==> src/rtl/dp_pkg.sv <==
package dp_pkg;

  typedef enum logic [2:0] {
    OP_PASS_A = 3'b000,
    OP_PASS_B = 3'b001,
    OP_ZERO   = 3'b010,
    OP_ONES   = 3'b011,
    OP_ADD    = 3'b100,
    OP_SUB    = 3'b101,
    OP_AND    = 3'b110,
    OP_OR     = 3'b111
  } alu_op_e;

  typedef enum logic [1:0] {
    SH_HOLD  = 2'b00,
    SH_LOAD  = 2'b01,
    SH_LEFT  = 2'b10,
    SH_RIGHT = 2'b11
  } shift_mode_e;

endpackage

==> src/rtl/dp_regbank.sv <==
module dp_regbank #(
  parameter int DW = 4,
  parameter int AW = 3
) (
  input  logic          clk,
  input  logic          rst,
  input  logic          we,
  input  logic [AW-1:0] wa,
  input  logic [DW-1:0] wd,
  input  logic [AW-1:0] ra1,
  input  logic [AW-1:0] ra2,
  output logic [DW-1:0] rd1,
  output logic [DW-1:0] rd2
);
  localparam int NREG = 1 << AW;

  logic [NREG-1:0] load_vec;
  logic [DW-1:0]   regs [NREG];

  // decoder: one load strobe, only while writing
  always_comb begin
    load_vec = '0;
    if (we) load_vec[wa] = 1'b1;
  end

  generate
    for (genvar i = 0; i < NREG; i++) begin : g_reg
      always_ff @(posedge clk) begin
        if (rst)              regs[i] <= '0;
        else if (load_vec[i]) regs[i] <= wd;
      end
    end
  endgenerate

  assign rd1 = regs[ra1];
  assign rd2 = regs[ra2];
endmodule

==> src/rtl/dp_alu.sv <==
module dp_alu
  import dp_pkg::*;
#(
  parameter int DW = 4
) (
  input  logic [DW-1:0] a,
  input  logic [DW-1:0] b,
  input  logic [2:0]    op,
  output logic [DW-1:0] y
);
  logic [DW-1:0] grp_pass, grp_const, grp_arith, grp_logic;

  // low bit chooses within a pair, upper two bits choose the pair
  always_comb begin
    grp_pass  = op[0] ? b : a;
    grp_const = op[0] ? {DW{1'b1}} : {DW{1'b0}};
    grp_arith = op[0] ? (a - b) : (a + b);
    grp_logic = op[0] ? (a | b) : (a & b);
    case (op[2:1])
      2'b00:   y = grp_pass;
      2'b01:   y = grp_const;
      2'b10:   y = grp_arith;
      default: y = grp_logic;
    endcase
  end
endmodule

==> src/rtl/dp_shift.sv <==
module dp_shift
  import dp_pkg::*;
#(
  parameter int DW = 4
) (
  input  logic [DW-1:0] d,
  input  logic [1:0]    mode,
  output logic [DW-1:0] q
);
  always_comb begin
    case (shift_mode_e'(mode))
      SH_LEFT:  q = {d[DW-2:0], 1'b0};
      SH_RIGHT: q = {1'b0, d[DW-1:1]};
      default:  q = d;
    endcase
  end
endmodule

==> src/rtl/dp_mem.sv <==
module dp_mem #(
  parameter int DW = 4,
  parameter int AW = 4
) (
  input  logic          clk,
  input  logic          we,
  input  logic          re,
  input  logic [AW-1:0] addr,
  input  logic [DW-1:0] wd,
  output logic [DW-1:0] rq
);
  localparam int DEPTH = 1 << AW;

  logic [DW-1:0] ram [DEPTH];

  always_ff @(posedge clk) begin
    if (we) ram[addr] <= wd;
  end

  assign rq = re ? ram[addr] : '0;
endmodule

==> src/rtl/bus_datapath.sv <==
module bus_datapath
  import dp_pkg::*;
#(
  parameter int DW  = 4,
  parameter int RAW = 3,
  parameter int MAW = 4
) (
  input  logic           clk,
  input  logic           rst,
  input  logic [DW-1:0]  in_data,
  input  logic           in_en,
  input  logic           mem_en,
  input  logic           alu_en,
  input  logic           rf_we,
  input  logic [RAW-1:0] rf_wa,
  input  logic [RAW-1:0] rf_ra1,
  input  logic [RAW-1:0] rf_ra2,
  input  logic [2:0]     alu_op,
  input  logic [1:0]     shift_mode,
  input  logic           mar_ld,
  input  logic           mem_rd,
  input  logic           mem_wr,
  input  logic           out_we,
  output logic [DW-1:0]  out_data
);
  logic [DW-1:0]  rd_a, rd_b, alu_y, sh_y, mem_q, bus;
  logic [MAW-1:0] mar_q;

  dp_regbank #(.DW(DW), .AW(RAW)) u_rf (
    .clk(clk), .rst(rst), .we(rf_we), .wa(rf_wa), .wd(bus),
    .ra1(rf_ra1), .ra2(rf_ra2), .rd1(rd_a), .rd2(rd_b)
  );

  dp_alu #(.DW(DW)) u_alu (.a(rd_a), .b(rd_b), .op(alu_op), .y(alu_y));

  dp_shift #(.DW(DW)) u_sh (.d(alu_y), .mode(shift_mode), .q(sh_y));

  dp_mem #(.DW(DW), .AW(MAW)) u_mem (
    .clk(clk), .we(mem_wr), .re(mem_rd), .addr(mar_q), .wd(bus), .rq(mem_q)
  );

  // one-hot selected bus in place of shared tri-state drivers
  always_comb begin
    bus = ({DW{in_en}}  & in_data)
        | ({DW{mem_en}} & mem_q)
        | ({DW{alu_en}} & sh_y);
  end

  always_ff @(posedge clk) begin
    if (rst)         mar_q <= '0;
    else if (mar_ld) mar_q <= MAW'(bus);
  end

  always_ff @(posedge clk) begin
    if (rst)         out_data <= '0;
    else if (out_we) out_data <= bus;
  end
endmodule

==> config.mk <==
export PLATFORM = sky130hd
export DESIGN_NAME = bus_datapath
export DESIGN_NICKNAME = d
export VERILOG_FILES = /design/src/rtl/dp_pkg.sv /design/src/rtl/dp_regbank.sv /design/src/rtl/dp_alu.sv /design/src/rtl/dp_shift.sv /design/src/rtl/dp_mem.sv /design/src/rtl/bus_datapath.sv
export SDC_FILE = /design/constraint.sdc
export NUM_CORES = 1
export LEC_CHECK = 0
export ABC_AREA = 1
export BUFFER_PORTS_ARGS = -buffer_cell sky130_fd_sc_hd__buf_4
export CAP_MARGIN = 20
export CORE_MARGIN = 5
export CORE_UTILIZATION = 54
export CTS_CLUSTER_DIAMETER = 100
export CTS_CLUSTER_SIZE = 25
export DETAILED_ROUTE_END_ITERATION = 16
export PLACE_DENSITY_LB_ADDON = 0.25
export SETUP_SLACK_MARGIN = 0.1
export SYNTH_ARGS = -nofsm -noshare
export SYNTH_HDL_FRONTEND = slang
export SYNTH_HIERARCHICAL = 1
export SYNTH_SLANG_ARGS = --single-unit
==> constraint.sdc <==
create_clock -name clk -period 6.2 [get_ports clk]
set_input_delay 0.62 -clock clk [delete_from_list [all_inputs] [get_ports clk]]
set_output_delay 0.62 -clock clk [all_outputs]
set_load 0.02 [all_outputs]
==> run summary <==
- finished clean — run status
- 2.872 nW — standby leakage power
- 251.0 nW/µm² — Power Density
- 5 — drt pass-1 iters
- 104 — flip-flop and latch count after synthesis
- flip-flop to flip-flop — path category of the worst min-delay check
- 0 — number of hold-repair buffers added at the cts stage
- 27 — number of different library cells in the post-synthesis netlist
- 0.8322 — GP Congestion
- 0 — count of buffers added by post-CTS timing repair for setup
- 0% — mux cell area share after synthesis
- 9068 µm — detailed placement HPWL
- 0.007676 ns — clk_skew
- sky130_fd_sc_hd__nand2_1 (323), sky130_fd_sc_hd__edfxtp_1 (96), sky130_fd_sc_hd__nor2_1 (88) — leading cell types in the layout, fill and taps excluded
- 19 — worst r2r path cells
- sky130_fd_sc_hd__edfxtp_1 — commonest register cell after synthesis
- input port — Worst setup SP type
- 53.67% — share of the yosys chip area belonging to registers
- 742 — post-synthesis net count
- built — TritonCTS clock tree
- simple AND/OR/NAND/NOR gates — Top delay family on crit path
- 36 — maximum number of pins on one net before global-route repair
- 0.3090% — xor and xnor fraction of the mapped netlist area
- 3.87 ns — Data arrival, critical path
- 2.428 ns — worst-case setup margin in the final layout
- sky130_fd_sc_hd__nand2_1 — most common cell after layout, fill and taps aside
- sky130_fd_sc_hd__edfxtp_1 (51%), sky130_fd_sc_hd__nand2_1 (21%), sky130_fd_sc_hd__nor2_1 (5.8%) — dominant cells by area after synthesis
- 941 — fill cell instance count of the final layout
- 12650 µm² — Die Footprint
- 155.5 µV — Peak VDD IR
- sky130_fd_sc_hd__clkbuf_8 — CTS Root Cell
- no — RSZ-0062 raised after global routing
- 2 — number of cells on the worst hold path
- 7.769% — layout overhead on the synthesized area
- 60.84% — post-route clock period utilization
- 20860 µm — first-pass GRT wire length
- 0.35 ns — Clk Latency, worst-skew pair
- 0.42 ns — Critical Path Max Stage Delay
- 6 — Synthesis Warnings
- 0.09 ns — Clock Pin Slew Worst Setup and Hold Paths
- 112.5 µm — DIE HEIGHT
- 451 — DRC violation total after the first TritonRoute iteration
- 0 — DRT antenna net count
- 33.44% — fraction of the mapped netlist area in simple logic gates
- 19 — count of cell instances traversed by the critical path
- 1.677% — arithmetic-cell share of the synthesized area counting full adders, half adders and majority gates
- 59.45% — fin util
- 0% — async set-or-reset flop fraction in the synthesized netlist
- 0 — Hold Fails Final Rpt
- 0 — # diodes
- 12520 µm — total detailed-routing wirelength
- 9 — number of buffers inserted during clock tree synthesis
- flip-flop — endpoint type of the worst setup path
- 5669 µm² — summed instance area of the synthesized netlist
- 0 — Max Slew Vio Count
- 0 — antenna violations before repair
- 3 — Max H-tree Level
- 96 — EDFF count, synth
- simple AND/OR/NAND/NOR gates — dominant combinational cell family by area after synthesis
- 48.51% — worst-case headroom to the max-slew limit
- sky130_fd_sc_hd__nand2_1 — most used cell, CP
- 19 — largest driver fanout on the critical path
- 265.1 MHz — FMAX
- 32 — total I/O pin count
- 765 — net total in the final layout
- 112.5 µm — overall die width
- 55.16% — Starting Density
- 10280 µm² — Placeable Area
- sky130_fd_sc_hd__edfxtp_1 — leading area contributor after synthesis
- 6.30 ns — CP Data Required Time
- 104 — Num Clock Sinks
- 20.54% — total routing resource utilization after global routing
- 1.534 mW — total power
- 14.37 µm — detail-routed net length per standard cell
- input port to flip-flop — worst setup path category
- 0 — Resized Gates After CTS
- 707 — cell count after synthesis
- 0 — Max Cap Violations
- 5.231 — Vias/cell
- 4556 — vias
- 0 — final number of setup-violating endpoints
- 8.019 µm² — Post-Syn Area per Cell
- 37 — std cell rows
- 2.064 ns — Setup WS pre-CTS
- 8.299% — layout cell share with drive strength beyond 1
- 3.772 ns — final critical path time including I/O delays and setup
- 2 — Clock Path Buffers
- sky130_fd_sc_hd__fa_1 — worst-path cell with the longest stage delay
- 0 — Post-route DRC
- 2.516% — Compound-Gate Fraction of Synth Area
- 5 — worst path bufs/invs
- buf_4, inv_1, nand3_1, nand2_1, nand2_1, nand2_1, inv_1, ha_1, o21ai_0, inv_1, fa_1, xor2_1, o2111ai_1, nand2_1, nand3_1, nand2_1, nand3_2, inv_1, nor2_1 — worst-path cell chain
- 0.7713 ns — Worst Max-Slew Pin Slew
- 50.85% — Synth top area share
- 0 — grt ovf
- 4264 — number of global-route vias before repair
- 0 ns — Setup Total Neg Slack
- 31 — input/output buffers
-- routing by layer --
metal / GRT usage [%] / part of all wire, % / wire, µm / up-vias
li1: - / - / - / 2281
met1: 30.27 / 47 / 5834 / 2091
met2: 31.35 / 45 / 5657 / 164
met3: 3.235 / 6.5 / 811 / 20
met4: 6.490 / 1.7 / 216 / 0
met5: 0 / 0 / 0 / -
-- path summary, 6_finish.rpt --
| kind | slack (ns) | start | end |
|---|---|---|---|
| worst min-delay path | 0.54 | out_data[2] | out_data[2] |
| worst max register to register | 2.58 | u_rf/regs[1][0] | u_rf/regs[5][2] |
| worst max-delay path | 2.43 | rf_ra2[1] | u_rf/regs[5][2] |
| worst min register to register | 0.54 | out_data[2] | out_data[2] |
-- worst reg2reg max path, delay by kind of cell (launching register included) --
family                   cells  cell delay (ns)
AO/OA/AOI/OAI                2             0.40
XOR/XNOR                     1             0.17
adder cells (fa/ha/maj)      2             0.65
buffers and inverters        4             0.69
flip-flops                   1             0.38
AND/OR/NAND/NOR             10             1.11
-- cell families after synthesis --
family | count (synthesis)
simple gates | 475
flops | 104
buf+inv | 95
compound gates | 24
fa+ha+maj | 7
xor+xnor | 2
-- cell usage after synthesis, drive strengths merged (3+ instances only) --
library cell / number
o2111ai: 3
dfxtp: 8
o211ai: 3
o21ai: 14
a21oi: 4
nand2: 323
edfxtp: 96
inv: 74
nor2: 90
buf: 20
nand3: 62
ha: 6
-- final cells by class --
class                      count  area, µm²  area share (%)
tap                          136      170.2           2.785
clock buffer                   9      123.9           2.027
sequential                   104       3043           49.81
timing repair buffer          32      240.2           3.932
multi-input combinational    508       2151           35.20
inverter                      75      295.3           4.833
clock inverter                 7      86.33           1.413
-- power by group --
group	total, mW	switching (mW)	internal [mW]
logic	0.273	0.192	0.0816
clock network	0.444	0.220	0.224
registers	0.816	0.0119	0.804
-- through the flow --
step / std cells / cell area, µm² / hold slack, ns
finish: 871 / 6110 / 0.5432
CTS: 871 / 6110 / 0.5386
global route: 871 / 6110 / 0.5747
detailed placement: 855 / 5899 / 0.5012
global placement: 855 / 5899 / 0.4960
floorplan: 707 / 5669 / 0.4798
-- sequential cells by signal, indices dropped and copies added, names as in the netlist --
name       flops
mar_q          4
out_data       4
u_rf/regs     32
u_mem/ram     64
No activity file was read; power rests on OpenSTA's default activity.
